[src/rtl/tfc_pkg.sv]
package tfc_pkg;
  typedef enum logic [1:0] {
    TM_IDLE,
    TM_ALLOC,
    TM_WAIT,
    TM_JOIN
  } tm_state_e;

  typedef enum logic [1:0] {
    IS_IDLE,
    IS_CALL,
    IS_EXEC
  } is_state_e;
endpackage

[src/rtl/tfc_task_file.sv]
module tfc_task_file #(
  parameter int NUM_PE = 8,
  parameter int ADDR_W = 8,
  parameter int DEPTH  = 4,
  localparam int IDX_W = (DEPTH > 1) ? $clog2(DEPTH) : 1
) (
  input  logic              clk,
  input  logic              wr_en,
  input  logic [IDX_W-1:0]  wr_idx,
  input  logic [NUM_PE-1:0] wr_cond,
  input  logic [ADDR_W-1:0] wr_addr,
  input  logic [IDX_W-1:0]  rd_idx,
  output logic [NUM_PE-1:0] rd_cond,
  output logic [ADDR_W-1:0] rd_addr
);
  logic [NUM_PE-1:0] cond_mem [DEPTH];
  logic [ADDR_W-1:0] addr_mem [DEPTH];

  always_ff @(posedge clk) begin
    if (wr_en) begin
      cond_mem[wr_idx] <= wr_cond;
      addr_mem[wr_idx] <= wr_addr;
    end
  end

  assign rd_cond = cond_mem[rd_idx];
  assign rd_addr = addr_mem[rd_idx];
endmodule

[src/rtl/tfc_stream.sv]
module tfc_stream
  import tfc_pkg::*;
#(
  parameter bit BOOT = 1'b0
) (
  input  logic clk,
  input  logic rst_n,
  input  logic grab,
  input  logic launch,
  input  logic done,
  input  logic tm_active,
  input  logic join_go,
  input  logic resume,
  output logic busy,
  output logic done_ok
);
  is_state_e state;

  assign busy    = (state == IS_EXEC);
  assign done_ok = done && tm_active && (state == IS_EXEC);

  always_ff @(posedge clk or negedge rst_n) begin
    if (!rst_n) begin
      state <= BOOT ? IS_EXEC : IS_IDLE;
    end else begin
      case (state)
        IS_IDLE: if (launch) state <= IS_EXEC;
        IS_CALL: begin
          if (launch)       state <= IS_EXEC;
          else if (join_go) state <= resume ? IS_EXEC : IS_IDLE;
        end
        IS_EXEC: if (grab || done_ok) state <= IS_CALL;
        default: state <= IS_IDLE;
      endcase
    end
  end

  AST_IGNORED_DONE: assert property (@(posedge clk) disable iff (!rst_n)
    (done && !tm_active && !grab && !join_go && !launch) |=> $stable(state));
endmodule

[src/rtl/tfc_manager.sv]
module tfc_manager
  import tfc_pkg::*;
#(
  parameter int NUM_IS    = 3,
  parameter int MAX_TASKS = 4,
  localparam int IS_W  = (NUM_IS > 1) ? $clog2(NUM_IS) : 1,
  localparam int IDX_W = (MAX_TASKS > 1) ? $clog2(MAX_TASKS) : 1,
  localparam int CNT_W = $clog2(MAX_TASKS + 1)
) (
  input  logic              clk,
  input  logic              rst_n,
  input  logic              task_valid,
  input  logic              task_last,
  input  logic [IS_W-1:0]   task_issuer,
  input  logic [NUM_IS-1:0] is_busy,
  input  logic [NUM_IS-1:0] done_ok,
  output logic              task_ready,
  output logic              wr_en,
  output logic [IDX_W-1:0]  wr_idx,
  output logic [IDX_W-1:0]  rd_idx,
  output logic [NUM_IS-1:0] grab,
  output logic              capture,
  output logic [IS_W-1:0]   cap_is,
  output logic              disp_valid,
  output logic [IS_W-1:0]   disp_is,
  output logic              join_valid,
  output logic [IS_W-1:0]   join_is,
  output logic              active
);
  tm_state_e        state, state_n;
  logic [CNT_W-1:0] fill_q, next_q;
  logic [IS_W-1:0]  issuer_q, last_q, last_n;
  logic             accept, end_beat, rem, free_hit;
  logic [IS_W-1:0]  free_id;

  assign task_ready = (state == TM_IDLE);
  assign accept     = task_valid && task_ready;
  assign end_beat   = accept && (task_last || fill_q == CNT_W'(MAX_TASKS - 1));
  assign wr_en      = accept;
  assign wr_idx     = fill_q[IDX_W-1:0];
  assign rd_idx     = next_q[IDX_W-1:0];
  assign rem        = (next_q < fill_q);
  assign cap_is     = (fill_q == '0) ? task_issuer : issuer_q;
  assign capture    = end_beat;
  assign active     = (state != TM_IDLE);
  assign join_valid = (state == TM_JOIN);
  assign join_is    = last_q;
  assign disp_valid = (state == TM_ALLOC) && rem && free_hit;
  assign disp_is    = free_id;

  always_comb begin
    free_hit = 1'b0;
    free_id  = '0;
    for (int i = NUM_IS - 1; i >= 0; i--) begin
      if (!is_busy[i]) begin
        free_hit = 1'b1;
        free_id  = IS_W'(i);
      end
    end
  end

  always_comb begin
    last_n = last_q;
    for (int i = 0; i < NUM_IS; i++) begin
      if (done_ok[i]) last_n = IS_W'(i);
    end
  end

  always_comb begin
    for (int i = 0; i < NUM_IS; i++) begin
      grab[i] = end_beat && (cap_is == IS_W'(i));
    end
  end

  always_comb begin
    state_n = state;
    case (state)
      TM_IDLE:  if (end_beat) state_n = TM_ALLOC;
      TM_ALLOC: begin
        if (!disp_valid)                       state_n = TM_WAIT;
        else if (next_q + CNT_W'(1) == fill_q) state_n = TM_WAIT;
      end
      TM_WAIT: begin
        if (rem && free_hit)          state_n = TM_ALLOC;
        else if (!rem && !(|is_busy)) state_n = TM_JOIN;
      end
      TM_JOIN:  state_n = TM_IDLE;
      default:  state_n = TM_IDLE;
    endcase
  end

  always_ff @(posedge clk or negedge rst_n) begin
    if (!rst_n) begin
      state    <= TM_IDLE;
      fill_q   <= '0;
      next_q   <= '0;
      issuer_q <= '0;
      last_q   <= '0;
    end else begin
      state  <= state_n;
      last_q <= last_n;
      if (accept) begin
        fill_q <= fill_q + CNT_W'(1);
        if (fill_q == '0) issuer_q <= task_issuer;
      end
      if (end_beat)   next_q <= '0;
      if (disp_valid) next_q <= next_q + CNT_W'(1);
      if (join_valid) fill_q <= '0;
    end
  end

  AST_READY_ONLY_IDLE: assert property (@(posedge clk) disable iff (!rst_n)
    task_ready |-> (!disp_valid && !join_valid));
  AST_NO_OVERFLOW: assert property (@(posedge clk) disable iff (!rst_n)
    accept |-> (fill_q < CNT_W'(MAX_TASKS)));
endmodule

[src/rtl/tfc_pe_ids.sv]
module tfc_pe_ids #(
  parameter int NUM_PE = 8,
  parameter int NUM_IS = 3,
  localparam int IS_W = (NUM_IS > 1) ? $clog2(NUM_IS) : 1
) (
  input  logic                   clk,
  input  logic                   rst_n,
  input  logic                   capture,
  input  logic [IS_W-1:0]        cap_is,
  input  logic                   disp_valid,
  input  logic [IS_W-1:0]        disp_is,
  input  logic [NUM_PE-1:0]      disp_cond,
  input  logic                   join_valid,
  input  logic [IS_W-1:0]        join_is,
  output logic [NUM_PE*IS_W-1:0] pe_is_flat
);
  logic [IS_W-1:0]   pe_id [NUM_PE];
  logic [NUM_PE-1:0] member, claimed;

  always_ff @(posedge clk or negedge rst_n) begin
    if (!rst_n) begin
      for (int p = 0; p < NUM_PE; p++) pe_id[p] <= '0;
      member  <= '0;
      claimed <= '0;
    end else begin
      for (int p = 0; p < NUM_PE; p++) begin
        if (capture) begin
          member[p]  <= (pe_id[p] == cap_is);
          claimed[p] <= 1'b0;
        end else if (disp_valid && disp_cond[p] && member[p] && !claimed[p]) begin
          pe_id[p]   <= disp_is;
          claimed[p] <= 1'b1;
        end else if (join_valid && member[p]) begin
          pe_id[p]  <= join_is;
          member[p] <= 1'b0;
        end
      end
    end
  end

  for (genvar g = 0; g < NUM_PE; g++) begin : g_flat
    assign pe_is_flat[g*IS_W +: IS_W] = pe_id[g];
  end

  AST_PE_HOLD: assert property (@(posedge clk) disable iff (!rst_n)
    (!disp_valid && !join_valid) |=> $stable(pe_is_flat));
endmodule

[src/rtl/task_fork_ctrl.sv]
module task_fork_ctrl #(
  parameter int NUM_IS    = 3,
  parameter int NUM_PE    = 8,
  parameter int MAX_TASKS = 4,
  parameter int ADDR_W    = 8,
  localparam int IS_W  = (NUM_IS > 1) ? $clog2(NUM_IS) : 1,
  localparam int IDX_W = (MAX_TASKS > 1) ? $clog2(MAX_TASKS) : 1
) (
  input  logic                   clk,
  input  logic                   rst_n,
  input  logic                   task_valid,
  output logic                   task_ready,
  input  logic [IS_W-1:0]        task_issuer,
  input  logic [NUM_PE-1:0]      task_cond,
  input  logic [ADDR_W-1:0]      task_addr,
  input  logic                   task_last,
  input  logic [NUM_IS-1:0]      is_done,
  output logic                   disp_valid,
  output logic [IS_W-1:0]        disp_is,
  output logic [ADDR_W-1:0]      disp_addr,
  output logic                   join_valid,
  output logic [IS_W-1:0]        join_is,
  output logic [NUM_IS-1:0]      is_busy,
  output logic [NUM_PE*IS_W-1:0] pe_is_flat
);
  logic              wr_en, capture, active;
  logic [IDX_W-1:0]  wr_idx, rd_idx;
  logic [NUM_IS-1:0] grab, done_ok;
  logic [IS_W-1:0]   cap_is;
  logic [NUM_PE-1:0] rd_cond;

  tfc_task_file #(.NUM_PE(NUM_PE), .ADDR_W(ADDR_W), .DEPTH(MAX_TASKS)) u_file (
    .clk(clk), .wr_en(wr_en), .wr_idx(wr_idx), .wr_cond(task_cond),
    .wr_addr(task_addr), .rd_idx(rd_idx), .rd_cond(rd_cond), .rd_addr(disp_addr)
  );

  tfc_manager #(.NUM_IS(NUM_IS), .MAX_TASKS(MAX_TASKS)) u_mgr (
    .clk(clk), .rst_n(rst_n), .task_valid(task_valid), .task_last(task_last),
    .task_issuer(task_issuer), .is_busy(is_busy), .done_ok(done_ok),
    .task_ready(task_ready), .wr_en(wr_en), .wr_idx(wr_idx), .rd_idx(rd_idx),
    .grab(grab), .capture(capture), .cap_is(cap_is), .disp_valid(disp_valid),
    .disp_is(disp_is), .join_valid(join_valid), .join_is(join_is), .active(active)
  );

  for (genvar s = 0; s < NUM_IS; s++) begin : g_stream
    tfc_stream #(.BOOT(s == 0)) u_stream (
      .clk(clk), .rst_n(rst_n), .grab(grab[s]),
      .launch(disp_valid && (disp_is == IS_W'(s))),
      .done(is_done[s]), .tm_active(active), .join_go(join_valid),
      .resume(join_is == IS_W'(s)), .busy(is_busy[s]), .done_ok(done_ok[s])
    );
  end

  tfc_pe_ids #(.NUM_PE(NUM_PE), .NUM_IS(NUM_IS)) u_pe (
    .clk(clk), .rst_n(rst_n), .capture(capture), .cap_is(cap_is),
    .disp_valid(disp_valid), .disp_is(disp_is), .disp_cond(rd_cond),
    .join_valid(join_valid), .join_is(join_is), .pe_is_flat(pe_is_flat)
  );

  AST_DISP_TO_FREE: assert property (@(posedge clk) disable iff (!rst_n)
    disp_valid |-> !is_busy[disp_is]);
  AST_DISP_TAKES_STREAM: assert property (@(posedge clk) disable iff (!rst_n)
    disp_valid |=> is_busy[$past(disp_is)]);
  AST_JOIN_ALL_IDLE: assert property (@(posedge clk) disable iff (!rst_n)
    join_valid |-> (is_busy == '0));
  AST_JOIN_SINGLE_OWNER: assert property (@(posedge clk) disable iff (!rst_n)
    join_valid |=> ($countones(is_busy) == 1 && is_busy[$past(join_is)]));
  AST_NO_OVERLAP: assert property (@(posedge clk) disable iff (!rst_n)
    !(disp_valid && join_valid));
endmodule

[config.mk]
export PLATFORM = sky130hd
export DESIGN_NAME = task_fork_ctrl
export DESIGN_NICKNAME = d
export VERILOG_FILES = /design/src/rtl/tfc_pkg.sv /design/src/rtl/tfc_task_file.sv /design/src/rtl/tfc_stream.sv /design/src/rtl/tfc_manager.sv /design/src/rtl/tfc_pe_ids.sv /design/src/rtl/task_fork_ctrl.sv
export SDC_FILE = /design/constraint.sdc
export NUM_CORES = 1
export LEC_CHECK = 0
export CAP_MARGIN = 20
export CORE_ASPECT_RATIO = 2
export CORE_UTILIZATION = 43
export DETAILED_ROUTE_END_ITERATION = 12
export DONT_BUFFER_PORTS = 1
export PLACE_DENSITY = 0.58
export SYNTH_ARGS = -nofsm -noshare
export SYNTH_HDL_FRONTEND = slang
export SYNTH_SLANG_ARGS = --single-unit
[constraint.sdc]
create_clock -name clk -period 2.3 [get_ports clk]
set_input_delay 0.46 -clock clk [delete_from_list [all_inputs] [get_ports clk]]
set_output_delay 0.46 -clock clk [all_outputs]
set_load 0.005 [all_outputs]
* Word level (Yosys, flattened, before mapping)
Memories as Yosys holds them, arrays and structs flattened.
Index checks and enable logic that the tools add are counted.
** Word-level totals
- Register bits after elaboration :: 50
- Memory bits (writable) :: 64
- Bits of input ports :: 25
- Memories kept :: 2
** Memories
- u_file.addr_mem :: depth 4, width 8, rd ports 1, clocked after memory_dff 0, wr ports 1, RTL line tfc_task_file.sv:17 : logic [ADDR_W-1:0] addr_mem [DEPTH];
- u_file.cond_mem :: depth 4, width 8, rd ports 1, clocked after memory_dff 0, wr ports 1, RTL line tfc_task_file.sv:16 : logic [NUM_PE-1:0] cond_mem [DEPTH];
** Operators by class
- $add $sub $neg :: 2
- Magnitude comparators :: 1
- Equal/unequal tests :: 45
- Mux-type cells :: 96
- Bitwise gates (word level) :: 1
- Reduce and logical (&&, ||, !) cells :: 121
** Operator list (number)
- 2-bit two-way mux :: 43
- 2-bit nonzero test :: 27
- 1-bit logical AND :: 50
- 1-bit two-way mux :: 45
- 2-bit AND reduction :: 16
- 2-bit inequality test (second input constant) :: 12
- 2-bit one-hot mux with 3 select lines :: 3
- 2-bit equality test :: 8
- 2-bit equality test (second input constant) :: 8
- 2-bit by 1-bit equality test with 1-bit output (second input constant) :: 7
- 2-bit logical NOT :: 7
- 3-bit two-way mux :: 4
- 3-bit by 1-bit inequality test with 1-bit output (second input constant) :: 4
- 3-bit AND reduction :: 4
- 1-bit logical NOT :: 10
- 2-bit one-hot mux with 4 select lines :: 1
- 3-bit by 1-bit adder with 3-bit output (second input constant) :: 2
- 2-bit by 1-bit inequality test with 1-bit output (second input constant) :: 3
- 1-bit logical OR :: 4
- 3-bit by 2-bit equality test with 1-bit output (second input constant) :: 1
- 3-bit equality test :: 1
- 3-bit logical NOT :: 1
- 3-bit less-than comparator :: 1
- 3-bit inequality test (second input constant) :: 1
- 3 further kinds :: 3

* Longest topological paths before layout
- Word-level depth :: 10
- Depth in mapped cells :: 11
- Mapped depth without buffers :: 8

* Modules after synthesis
A second synthesis with hierarchy kept.
** Unflattened totals
- Cell total of the unflattened synthesis :: 379
- Area total of the unflattened synthesis :: 5413.9 µm²
** Modules (own cells, without submodules)
- tfc_task_file :: times used 1, cells an instance 88, area each 2377.3 µm², sequential area each 1921.8 µm²
- tfc_pe_ids :: times used 1, cells an instance 152, area each 1813.0 µm², sequential area each 800.8 µm²
- tfc_manager :: times used 1, cells an instance 97, area each 852.1 µm², sequential area each 300.3 µm²
- tfc_stream (g_stream[1].u_stream ...) :: times used 2, cells an instance 12, area each 108.9 µm², sequential area each 50.0 µm²
- tfc_stream (g_stream[0].u_stream) :: times used 1, cells an instance 12, area each 110.1 µm², sequential area each 51.3 µm²
- task_fork_ctrl :: times used 1, cells an instance 6, area each 43.8 µm², sequential area each 0.0 µm²

* Worst setup path after synthesis
No wires, ideal clock.
- Kind :: flip-flop to output port
- From :: reg u_mgr.next_q[0]
- To :: out disp_valid
- Data arrival time :: 1773 ps
- Required time :: 1840 ps
- Slack :: 67 ps
- Stages on the path, launching flop included :: 10
- Buffers on the path :: 3
- Cell sequence :: dfrtp_1 -> buf_4 -> buf_2 -> inv_1 -> ha_1 -> nand3b_1 -> nand4b_1 -> nand2b_4 -> inv_2 -> buf_2
** On the way
- Cells in the longest elaborated chain, start to end :: 3
** RTL lines
- start, declared :: RTL line tfc_manager.sv:31 : logic [CNT_W-1:0] fill_q, next_q;
- start signal, assigned :: RTL line tfc_manager.sv:107 : if (disp_valid) next_q <= next_q + CNT_W'(1);
- 3-bit less-than comparator :: RTL line tfc_manager.sv:42 : assign rem = (next_q < fill_q);
- 1-bit logical AND (2 in a row) :: RTL line tfc_manager.sv:48 : assign disp_valid = (state == TM_ALLOC) && rem && free_hit;
- end, declared :: RTL line task_fork_ctrl.sv:18 : output logic disp_valid,
Every way passes these cells.

* Worst setup path in the final report
- From :: reg u_mgr.fill_q[2]
- To :: out disp_valid
** On the way
- Cells in the longest elaborated chain, start to end :: 3
** RTL lines
- start, declared :: RTL line tfc_manager.sv:31
- start signal, assigned :: RTL line tfc_manager.sv:103 : fill_q <= fill_q + CNT_W'(1);
- 3-bit less-than comparator :: RTL line tfc_manager.sv:42
- 1-bit logical AND (2 in a row) :: RTL line tfc_manager.sv:48
Every way passes these cells.

==> reports/metrics.json <==
{
  "category_of_the_most_critical_setup_path": {"value": "flop to output port"},
  "synthesis.area": {"value": 5230, "unit": "um2"},
  "floorplan.initialDensity": {"value": 44.43, "unit": "%"},
  "synth_async_sr_flop_share": {"value": 43.86, "unit": "%"},
  "fill_cells": {"value": 1010},
  "detail_routed_net_length_per_standard_cell": {"value": 21.10, "unit": "um"},
  "fmaxAchievable": {"value": 449.5, "unit": "MHz"},
  "cts-buffers-inserted": {"value": 17},
  "synth_enable_flop_cells": {"value": 64},
  "first_global_vias": {"value": 3371},
  "synth-warning-count": {"value": 0},
  "drt_first_iter_violations": {"value": 172},
  "synth_ff_type": {"value": "sky130_fd_sc_hd__edfxtp_1"},
  "cellLeakagePower": {"value": 2.357, "unit": "nW"},
  "fp-row-count": {"value": 56},
  "detailroute.via_count": {"value": 3080},
  "drt-total-wl": {"value": 11500, "unit": "um"},
  "setup.worst_path.start_class": {"value": "flop"},
  "critical_path.reg2reg.endpoint": {"value": "u_pe.pe_is_flat[10]$_DFFE_PN0P_"},
  "postSynthCellCount": {"value": 368},
  "dieHeight": {"value": 158.0, "unit": "um"},
  "buffer_ports.inserted": {"value": 0},
  "worst_r2r_startpoint": {"value": "u_mgr.fill_q[2]$_DFFE_PN0P_"},
  "hold_path_startpoint": {"value": "task_cond[5]"},
  "cts_root_buffer": {"value": "sky130_fd_sc_hd__clkbuf_16"},
  "die_w": {"value": 79.99, "unit": "um"},
  "cts_tree": {"value": "built"},
  "seq_area_frac_synth": {"value": 60.69, "unit": "%"},
  "dr.pass1.iters": {"value": 4},
  "final.hold.worst_slack": {"value": 146.0, "unit": "ps"},
  "data_required_time_at_the_worst_endpoint": {"value": 1840, "unit": "ps"},
  "rr_worst_depth": {"value": 8},
  "place.gp.congestion": {"value": 0.8170},
  "grt_antenna_before_repair": {"value": 0},
  "maxCapViolCount": {"value": 0},
  "detail-route-antenna-nets": {"value": 0},
  "synth.net_count": {"value": 402},
  "timing_worst_slew_pin_value": {"value": 623.4, "unit": "ps"},
  "layout_worst_path_cycle_share": {"value": 96.72, "unit": "%"},
  "finish.instance_area": {"value": 6063, "unit": "um2"},
  "grt_remaining_overflow": {"value": 0},
  "timing.max_slew.rel_slack": {"value": 58.44, "unit": "%"},
  "fin_worst_skew": {"value": 9.544, "unit": "ps"},
  "cts_max_path_buffers": {"value": 2},
  "vdd_drop_max": {"value": 0.7832, "unit": "mV"},
  "area_growth": {"value": 15.93, "unit": "%"},
  "drc": {"value": 0},
  "grtUsageTotal": {"value": 20.31, "unit": "%"},
  "final.setup.worst_slack": {"value": 75.34, "unit": "ps"},
  "period_needed": {"value": 2225, "unit": "ps"},
  "run_status": {"value": "complete, no violations"},
  "dieArea": {"value": 12630, "unit": "um2"},
  "power-per-cell-area": {"value": 1326, "unit": "nW/um2"},
  "core-area": {"value": 11770, "unit": "um2"},
  "finalSetupViolCount": {"value": 0},
  "synth.ff_latch_count": {"value": 114},
  "pre_cts_ws": {"value": 247.3, "unit": "ps"},
  "timing.reg2reg.setup_slack": {"value": 200, "unit": "ps"},
  "synth_area_per_cell": {"value": 14.21, "unit": "um2"},
  "share_of_final_layout_standard_cells_stronger_than_drive_strength_1": {"value": 24.00, "unit": "%"},
  "placement.cell_area": {"value": 5441, "unit": "um2"},
  "hold-path-endpoint": {"value": "u_file.cond_mem[0][5]$_DFFE_PP_"},
  "timing.hold.worst_path_depth": {"value": 0},
  "critical_path_arrival": {"value": 1760, "unit": "ps"},
  "worst_hold_class": {"value": "primary input to flop"},
  "synth_cell_type_count": {"value": 51},
  "tns": {"value": 0, "unit": "ps"},
  "final_net_count": {"value": 422},
  "dpl_hpwl": {"value": 7776, "unit": "um"},
  "clock_insertion_delay_at_the_later_pin_of_the_skew_report": {"value": 410, "unit": "ps"},
  "grt_first_pass_wirelength": {"value": 18060, "unit": "um"},
  "timing.final.max_slew_violations": {"value": 0},
  "cts_max_level": {"value": 4},
  "insertedDiodeCount": {"value": 0},
  "via_per_inst": {"value": 5.651},
  "worst-path-max-fanout": {"value": 4},
  "grt_max_degree": {"value": 51},
  "clkTransAtPathRegs": {"value": 50, "unit": "ps"},
  "io-pin-count": {"value": 59},
  "hold_viol_final": {"value": 0},
  "total_clock_sinks": {"value": 114},
  "cp-end-kind": {"value": "output port"}
}
through the flow:
stage | cells | power [mW] | util, %
2_1_floorplan | 368 | 4.855 | -
3_3_place_gp | 510 | 5.499 | 46.23
3_5_place_dp | 510 | 5.561 | 46.23
4_1_cts | 544 | 8.119 | 51.43
5_1_grt | 545 | 8.512 | 51.51
6_report | 545 | 8.039 | 51.51
cells by family (layout without fill, tap and decap cells):
| family | count (synthesis) | in the layout | share of synthesized area, % |
|---|---|---|---|
| buf+inv | 34 | 66 | 3.182 |
| mux | 51 | 51 | 13.85 |
| compound gates | 49 | 49 | 7.034 |
| xor+xnor | 19 | 19 | 3.182 |
| fa+ha+maj | 9 | 9 | 2.153 |
| simple gates | 92 | 92 | 9.904 |
| flops | 114 | 114 | 60.69 |
cells in the mapped netlist (all sizes together), types with 2 or more instances:
cell type | count | area, um2
nor2 | 16 | 67.56
edfxtp | 64 | 1922
xnor2 | 18 | 157.7
nand2 | 32 | 120.1
and2 | 4 | 25.02
nor2b | 2 | 15.02
a21oi | 6 | 33.78
mux2i | 34 | 352.8
mux4 | 16 | 360.4
nand2b | 4 | 32.53
nand3b | 3 | 22.52
inv | 14 | 52.55
buf | 15 | 95.08
dfrtp | 49 | 1226
clkbuf | 5 | 18.77
a31o | 2 | 17.52
nand3 | 18 | 90.09
ha | 9 | 112.6
nor3 | 9 | 116.4
o22ai | 2 | 12.51
o21ai | 10 | 50.05
o31ai | 11 | 122.6
a31oi | 10 | 62.56
or2 | 2 | 12.51
power by group:
| group | switching, mW | internal, mW | total [mW] |
|---|---|---|---|
| Clock | 0.907 | 1.58 | 2.48 |
| Combinational | 1.43 | 1.07 | 2.51 |
| Sequential | 0.418 | 2.63 | 3.05 |
| Total | 2.76 | 5.28 | 8.04 |
worst max-delay path by stage:
stage	start	endpoint	slack, ps	cells after the start
detailed placement	u_mgr.fill_q[2]$_DFFE_PN0P_	u_pe.pe_is_flat[10]$_DFFE_PN0P_	250	7
floorplan	u_mgr.next_q[0]$_DFFE_PN0P_	disp_valid	70	9
global placement	u_mgr.fill_q[0]$_DFFE_PN0P_	g_stream[1].u_stream.state[1]$_DFFE_PN0P_	300	7
finish	u_mgr.fill_q[2]$_DFFE_PN0P_	disp_valid	80	6
global route	u_mgr.fill_q[2]$_DFFE_PN0P_	disp_valid	-10	6
CTS	u_mgr.fill_q[2]$_DFFE_PN0P_	disp_valid	50	6
sequential cells by signal (all words and copies together), names as in the netlist:
signal	count
u_file.addr_mem	32
u_file.cond_mem	32
u_pe.pe_is_flat	16
u_pe.claimed	8
u_pe.member	8
g_stream.u_stream.state	6
u_mgr.fill_q	3
u_mgr.next_q	3
u_mgr.issuer_q	2
u_mgr.join_is	2
u_mgr.state	2
layout make-up:
class	instances	area [um2]	area share (%)
flip-flops and latches	114	3176	52.37
multi-input cells	220	1893	31.22
clock inverters	14	142.6	2.352
well taps	145	181.4	2.992
inverters	14	52.55	0.8667
repair buffers	21	192.7	3.178
clock buffers	17	425.4	7.016
what timing repair did:
item,4_1_cts,5_1_grt
setup buffers,1,1
gates cloned,0,0
hold endpoints to repair,50,0
hold buffers,2,0
setup endpoints to repair,1,1
pin swaps,0,1
resized for setup,0,1
metal layers:
metal / vias to the layer above / routed length [um] / GRT usage [%]
li1: 1405 / - / -
met3: 20 / 550 / 5.879
met1: 1566 / 4113 / 20.25
met4: 0 / 281 / 9.354
met2: 89 / 6555 / 37.73
met5: - / 0 / 0
critical path, stage by stage, from the launching register on:
cell and delay [ps]:
sky130_fd_sc_hd__dfrtp_1 390, sky130_fd_sc_hd__inv_1 90, sky130_fd_sc_hd__ha_1 300, sky130_fd_sc_hd__a21oi_2 170, sky130_fd_sc_hd__nand4b_1 160, sky130_fd_sc_hd__nand2b_4 190
sky130_fd_sc_hd__inv_2 70
layout by cell type, fill, tap and decap left out, types with 15 or more instances in the layout:
cell type                   netlist  routed
sky130_fd_sc_hd__nor2_1          15      15
sky130_fd_sc_hd__nand3_1         18      18
sky130_fd_sc_hd__xnor2_1         18      18
sky130_fd_sc_hd__mux2i_1         33      33
sky130_fd_sc_hd__clkbuf_16        0      17
sky130_fd_sc_hd__nand2_1         32      32
sky130_fd_sc_hd__mux4_2          16      16
sky130_fd_sc_hd__dfrtp_1         49      48
sky130_fd_sc_hd__edfxtp_1        64      64
sky130_fd_sc_hd__buf_4            6      18
Note: power is estimated with default switching activity, not from simulation.
